File: src/rtl/ser_pkg.sv
package ser_pkg;
  // Level of a divided clock after the counter reaches value c.
  // High for the first half of each period that starts at count 1.
  function automatic logic div_level(input logic [2:0] c, input int lg);
    logic [2:0] d;
    d = c - 3'd1;
    return ~d[lg-1];
  endfunction
endpackage

File: src/rtl/ser_rst_sync.sv
module ser_rst_sync #(
  parameter int STAGES = 2
) (
  input  logic clk,
  input  logic sync_i,
  output logic rst_o
);
  logic [STAGES-1:0] chain_q;

  always_ff @(posedge clk or posedge sync_i) begin
    if (sync_i) chain_q <= '1;
    else        chain_q <= {chain_q[STAGES-2:0], 1'b0};
  end

  assign rst_o = chain_q[STAGES-1];

  assert_release_clean_R2: assert property (@(posedge clk)
    $fell(rst_o) |-> !$past(sync_i));
endmodule

File: src/rtl/ser_phase_gen.sv
module ser_phase_gen #(
  parameter int WORD_W = 4
) (
  input  logic clk,
  input  logic rst,
  input  logic mode8,
  output logic load_stb,
  output logic div4_o,
  output logic div8_o
);
  import ser_pkg::*;
  localparam int CNT_W = $clog2(2 * WORD_W);

  logic [CNT_W-1:0] cnt_q, cnt_next;
  logic frame_start, word_start;

  assign cnt_next    = cnt_q + 1'b1;
  assign frame_start = (cnt_q == '0);
  assign word_start  = (cnt_q[CNT_W-2:0] == '0);
  assign load_stb    = !rst && (mode8 ? frame_start : word_start);

  always_ff @(posedge clk or posedge rst) begin
    if (rst) begin
      cnt_q  <= '0;
      div4_o <= 1'b0;
      div8_o <= 1'b0;
    end else begin
      cnt_q  <= cnt_next;
      div4_o <= div_level(3'(cnt_next), CNT_W - 1);
      div8_o <= div_level(3'(cnt_next), CNT_W);
    end
  end

  assert_div_low_in_sync_R1: assert property (@(posedge clk)
    rst |-> (!div4_o && !div8_o));
  assert_div8_rise_at_frame_R7: assert property (@(posedge clk) disable iff (rst)
    $rose(div8_o) |-> $past(frame_start));
  assert_div4_aligned_R6: assert property (@(posedge clk) disable iff (rst)
    $rose(div8_o) |-> $rose(div4_o));
  assert_load_spacing_R5: assert property (@(posedge clk) disable iff (rst)
    (load_stb && mode8) |=> !load_stb);
endmodule

File: src/rtl/ser_shifter.sv
module ser_shifter #(
  parameter int WORD_W = 4
) (
  input  logic              clk,
  input  logic              rst,
  input  logic              load_stb,
  input  logic [WORD_W-1:0] pdata,
  input  logic              sin,
  output logic              sout
);
  logic [WORD_W-1:0] sh_q;

  always_ff @(posedge clk or posedge rst) begin
    if (rst)           sh_q <= '0;
    else if (load_stb) sh_q <= pdata;
    else               sh_q <= {sin, sh_q[WORD_W-1:1]};
  end

  assign sout = sh_q[0];

  assert_sout_low_in_sync_R1: assert property (@(posedge clk)
    rst |-> !sout);
  assert_load_shows_bit0_R3: assert property (@(posedge clk) disable iff (rst)
    load_stb |=> (sout == $past(pdata[0])));
endmodule

File: src/rtl/ser_cascade.sv
module ser_cascade #(
  parameter int WORD_W      = 4,
  parameter int SYNC_STAGES = 2
) (
  input  logic              clk,
  input  logic              sync,
  input  logic              mode8,
  input  logic [WORD_W-1:0] pdata,
  input  logic              sin,
  output logic              sout,
  output logic              div4_out,
  output logic              div8_out
);
  logic rst_int;
  logic load_stb;

  ser_rst_sync #(.STAGES(SYNC_STAGES)) u_rst (
    .clk(clk), .sync_i(sync), .rst_o(rst_int));

  ser_phase_gen #(.WORD_W(WORD_W)) u_phase (
    .clk(clk), .rst(rst_int), .mode8(mode8),
    .load_stb(load_stb), .div4_o(div4_out), .div8_o(div8_out));

  ser_shifter #(.WORD_W(WORD_W)) u_shift (
    .clk(clk), .rst(rst_int), .load_stb(load_stb),
    .pdata(pdata), .sin(sin), .sout(sout));

  assert_sync_forces_low_R9: assert property (@(posedge clk)
    sync |-> (!sout && !div4_out && !div8_out));
endmodule

File: config.mk
export PLATFORM = sky130hd
export DESIGN_NAME = ser_cascade
export DESIGN_NICKNAME = d
export VERILOG_FILES = /design/src/rtl/ser_pkg.sv /design/src/rtl/ser_rst_sync.sv /design/src/rtl/ser_phase_gen.sv /design/src/rtl/ser_shifter.sv /design/src/rtl/ser_cascade.sv
export SDC_FILE = /design/constraint.sdc
export NUM_CORES = 1
export LEC_CHECK = 0
export CELL_PAD_IN_SITES_DETAIL_PLACEMENT = 1
export CELL_PAD_IN_SITES_GLOBAL_PLACEMENT = 1
export CORE_MARGIN = 5
export CORE_UTILIZATION = 32
export DETAILED_ROUTE_END_ITERATION = 10
export PLACE_DENSITY = 0.65
export SETUP_SLACK_MARGIN = 0.05
export SLEW_MARGIN = 15
export SYNTH_ARGS = -nofsm -noshare
export SYNTH_HDL_FRONTEND = slang
export SYNTH_SLANG_ARGS = --single-unit
File: constraint.sdc
create_clock -name clk -period 0.8 [get_ports clk]
set_clock_uncertainty 0.15 [all_clocks]
set_input_delay 0.16 -clock clk [delete_from_list [all_inputs] [get_ports clk]]
set_output_delay 0.16 -clock clk [all_outputs]
set_load 0.02 [all_outputs]
Yosys cells after proc, flatten, opt, wreduce, memory -nomap -nowiden:

Index checks and enable logic that the tools add are counted.
Widths: inputs -> output; s select.

* word-level logic and storage cells: 15
* memories kept: 0
* bits in latches: 0
* ROM bits: 0
* bits in writable memories: 0
* bits in registers: 11

* div/mod/pow operators: 0
* shift-type cells: 0
* $add $sub $neg: 2
* reductions and logical operators: 4
* $mul: 0
* mux-type cells: 2
* eq/ne operators: 0
* $lt $le $gt $ge: 0
* bitwise gates (word level): 2

Operators by type and width (number)
* $mux 4: 1
* $add 3x1->3 const B: 1
* $logic_not 3->1: 1
* $sub 3x1->3 const B: 1
* $logic_not 2->1: 1
* $not 1->1: 2
* $logic_and 1x1->1: 1
* $logic_not 1->1: 1
* $mux 1: 1

Depth between registers and ports, before layout:

Gate-level depths: netlist of run 1.

* word-level depth: 4
* gate-level depth with buffers: 5
* depth with buffers taken out: 4

By module:

A second synthesis of run 1 with hierarchy kept.

* cell total of the unflattened synthesis: 29
* area total of the unflattened synthesis: 426.7 um^2

By module, submodules not included
* ser_phase_gen: instances 1, cells each 16, area each 217.7 um^2
* ser_shifter: instances 1, cells each 9, area each 148.9 um^2
* ser_rst_sync: instances 1, cells each 4, area each 60.1 um^2

Worst setup path after synthesis of run 1:

Ideal clock, no wire load.

* path type: reg2reg
* from: register u_rst.chain_q[1]
* to: register u_shift.sh_q[0]
* clock period less this slack: 1.499 ns
* buffers on the path: 1
* library setup time: 0.125 ns
* arrival: 1.224 ns
* required time: 0.525 ns
* path slack: -0.699 ns
* stages on the path, launching flop included: 5
* cell sequence: dfstp_2 > inv_1 > and3_1 > buf_6 > mux2_4

* word-level cells in the longest chain between the ends: 3

RTL lines
* start, declared: RTL line ser_rst_sync.sv:8 `logic [STAGES-1:0] chain_q;`
* start signal, assigned: RTL line ser_rst_sync.sv:12 `else chain_q <= {chain_q[STAGES-2:0], 1'b0};`
* $logic_not 1->1: RTL line ser_phase_gen.sv:20 `assign load_stb = !rst && (mode8 ? frame_start : word_start);`
* $logic_and 1x1->1: RTL line ser_phase_gen.sv:20
* $mux 4: RTL line ser_shifter.sv:15 `else if (load_stb) sh_q <= pdata;`
* end signal, assigned: RTL line ser_shifter.sv:15
* end signal, assigned: RTL line ser_shifter.sv:16 `else sh_q <= {sin, sh_q[WORD_W-1:1]};`
* end, declared: RTL line ser_shifter.sv:11 `logic [WORD_W-1:0] sh_q;`

No other way between the ends.

Final worst setup path of run 1:

* from: register u_phase.cnt_q[1]
* to: register u_shift.sh_q[1]

* word-level cells in the longest chain between the ends: 4
* elaborated cells between the ends (all ways): 5

RTL lines
* start, declared: RTL line ser_phase_gen.sv:14 `logic [CNT_W-1:0] cnt_q, cnt_next;`
* start signal, assigned: RTL line ser_phase_gen.sv:28 `cnt_q <= cnt_next;`
* $logic_not 3->1 / $logic_not 2->1 (equally long branches): RTL line ser_phase_gen.sv:18, ser_phase_gen.sv:19
* $mux 1 *: RTL line ser_phase_gen.sv:20
* $logic_and 1x1->1 *: RTL line ser_phase_gen.sv:20
* $mux 4 *: RTL line ser_shifter.sv:15

Every way passes the cells marked *; elsewhere a longest branch is shown, timed or not.

==> results of run 1 <==
[logic make-up (layout without fill, tap and decap cells)]
logic type	count (synthesis)	count (layout)	synth area share, %
flip-flops	11	11	62.9
buffers and inverters	5	23	5.95
multiplexers	4	4	13.6
adder cells (fa/ha/maj)	3	3	8.50
XOR/XNOR	3	3	5.95
AND/OR/NAND/NOR	2	2	2.27
other	1	1	0.849
[cells in the mapped netlist]
library cell  count
buf_6             1
xor2_1            1
dfrtp_1           9
nand2_1           1
ha_1              3
conb_1            1
inv_1             4
xnor2_1           2
dfstp_2           2
and3_1            1
mux2_4            4
[per-stage QoR]
stage          setup TNS [ps]  std cells
6_report                -4310         62
3_5_place_dp            -5530         57
5_1_grt                 -4660         62
3_3_place_gp            -5230         57
2_1_floorplan           -3780         29
4_1_cts                 -4380         62
[timing repair]
item                       in CTS  in global routing
hold endpoints to repair        0                  0
setup endpoints to repair      11                 12
setup buffers                   1                  1
resized for setup              23                  0
pin swaps                       3                  3
[power breakdown]
| group | switching [mW] | internal [mW] |
|---|---|---|
| logic | 0.0335 | 0.0676 |
| clock network | 0.181 | 0.193 |
| registers | 0.00619 | 0.577 |
[flip-flops by register name, summed over array words and instances (netlist names)]
register / count
u_phase.cnt_q: 3
u_phase.div4_o: 1
u_phase.div8_o: 1
u_rst.chain_q: 2
u_shift.sh_q: 4
[metal layers]
metal	GRT usage, %	vias to the layer above
met4	9.94	0
met3	3.07	5
li1	-	121
met1	9.55	128
met5	0	-
met2	14.6	9
[layout by cell type, fill, tap and decap left out]
cell,count
ha_1,1
mux2_4,4
conb_1,1
xnor2_1,2
and3_4,1
clkdlybuf4s50_1,7
xor2_2,1
nand2_1,1
inv_2,2
clkbuf_1,1
ha_4,2
buf_4,5
clkbuf_4,3
buf_6,3
dfstp_2,2
dfrtp_1,9
inv_1,2
[worst max-delay path, stage by stage (launching register included)]
cell and delay (ps):
dfrtp_1 390, inv_2 70, ha_4 120, and3_4 220, mux2_4 310
[worst paths after layout]
| kind | from | endpoint | slack, ps |
|---|---|---|---|
| worst max register to register | u_phase.cnt_q[1]$_DFF_PP0_ | u_shift.sh_q[1]$_DFF_PP0_ | -580 |
| worst max-delay path | u_phase.cnt_q[1]$_DFF_PP0_ | u_shift.sh_q[1]$_DFF_PP0_ | -580 |
| worst min register to register | u_rst.chain_q[1]$_DFF_PP1_ | u_shift.sh_q[3]$_DFF_PP0_ | 100 |
| worst min-delay path | sync | u_rst.chain_q[0]$_DFF_PP1_ | 70 |
| max in group asynchronous | u_rst.chain_q[1]$_DFF_PP1_ | u_phase.div8_o$_DFF_PP0_ | 270 |
| min in group clk | u_rst.chain_q[0]$_DFF_PP1_ | u_rst.chain_q[1]$_DFF_PP1_ | 210 |
[layout make-up]
class	instances	area (um^2)	share of cell area (%)
Clock buffer	4	26.3	4.02
Inverter	4	15.0	2.29
Multi-Input combinational cell	13	175	26.8
Sequential cell	11	278	42.4
Tap cell	15	18.8	2.87
Timing Repair Buffer	15	141	21.6
==> key figures, run 1 <==
Routing
  • DRT iter0 DRCs: 0
  • WL final: ~810 um
  • DR WL/cell: about 13 um
  • Routed wl met2: roughly 430 um
  • First-pass iteration count of the detailed router: 1
  • DR WL met3: between 60 and 70 um
  • Met1 wire length: around 280 um
  • Vias: ~260
  • DRC viols: 0
  • Post-route ant nets: 0
  • Avg Vias per Cell: around 4.2
  • Top sig layer: met4

Synthesis
  • YS warnings: 0
  • Synth area leader: dfrtp_1
  • Mapped Cells: 29
  • Yosys cell types: 11
  • Leading post-synthesis cells by cell area: dfrtp_1 (51%), mux2_4 (14%), dfstp_2 (12%), ha_1 (8.5%), xnor2_1 (4.0%)
  • Average cell area after synthesis: 15.2 um^2
  • Synthesized flop and latch total: 11
  • Seq/Total Area, Yosys: 62.9%
  • Area of the mapped netlist: about 440 um^2
  • Post-synth net total: 40
  • Top-area cell type share of the netlist area: approximately 51%

Critical path
  • Critical path startpoint category: flop
  • Crit. End Element: flop
  • Setup CP Type: reg2reg
  • R2R depth: 4
  • WP data required: ~800 ps
  • CP Max Fanout: 4
  • Crit path DAT: ~1400 ps

Run status
  • Failing checks: negative setup slack
  • Status: finished with violations

Hold path
  • Hold WC Path Type: in2async

STA
  • Period minus WS final: 1380 ps
  • Final WS setup: -577 ps
  • Final setup viols: 11
  • Hold_ws: ~67 ps
  • Fin crit share: 172%
  • Unrepaired setup endpoints after global routing: yes
  • Final Hold Fails: 0
  • Pins Over Slew Limit: 0
  • Max frequency: about 730 MHz

Cells and area
  • Final Cell Area: about 650 um^2
  • Layout area overhead: 48.2%
  • Antenna Cells: 0
  • FILL cells: between 100 and 150
  • Final net count: between 50 and 60
  • Share of cells above drive strength 1: approximately half
  • Final core occ: about half

Placed design
  • GPL Wtd Cong: around 0.63
  • Dpl ws: -755 ps
  • HPWL after detailed placement: between 600 and 700 um
  • PortBufs: 10
  • Placed inst area: around 600 um^2

Pwr
  • LEAKAGE: around 0.32 nW
  • Tot Pwr: ~1.1 mW
  • Power density cells: between 1500 and 2000 nW/um^2
  • Worst VDD drop: just over 0.9 mV

Floorplan
  • Die Ht: roughly 47 um
  • Starting Density: between 30% and 40%
  • Core Footprint: between 1000 and 1500 um^2
  • DIE WIDTH: about 47 um
  • Site Rows: 13
  • IO Pins: 11
  • Die area: approximately 2200 um^2

Global route
  • First-pass GRT wire length: between 1000 and 1500 um
  • Largest net degree at the start of global routing: 10
  • Initial antenna violation count: 0
  • Remaining Overflow, GRT: 0
  • Total Routing Usage GR: a little under a tenth
  • Vias in the first global route: approximately 310

CTS
  • Buffer levels on the longest clock path: 2
  • Reg clk slew, reported paths: about 70 ps
  • Hold Buf Count CTS: 0
  • CTS Sinks: 11
  • TritonCTS Buffers: 3
  • Worst-Skew Late Latency: around 270 ps
  • CTS Root Cell: clkbuf_4
  • CTS tree: yes
  • H-tree levels: 1

Job
  • Maxcap violations: 0
Note: power is estimated with default switching activity, not from simulation.
==> run 2, diff against run 1 <==
--- a/config.mk
+++ b/config.mk
@@ -12,7 +12,8 @@
 export DETAILED_ROUTE_END_ITERATION = 10
 export PLACE_DENSITY = 0.65
 export SETUP_SLACK_MARGIN = 0.05
-export SLEW_MARGIN = 15
+export SKIP_LAST_GASP = 1
+export SLEW_MARGIN = 20
 export SYNTH_ARGS = -nofsm -noshare
 export SYNTH_HDL_FRONTEND = slang
 export SYNTH_SLANG_ARGS = --single-unit
==> results of run 2 <==
The final DEF is identical to that of run 1; final timing and power are the same.
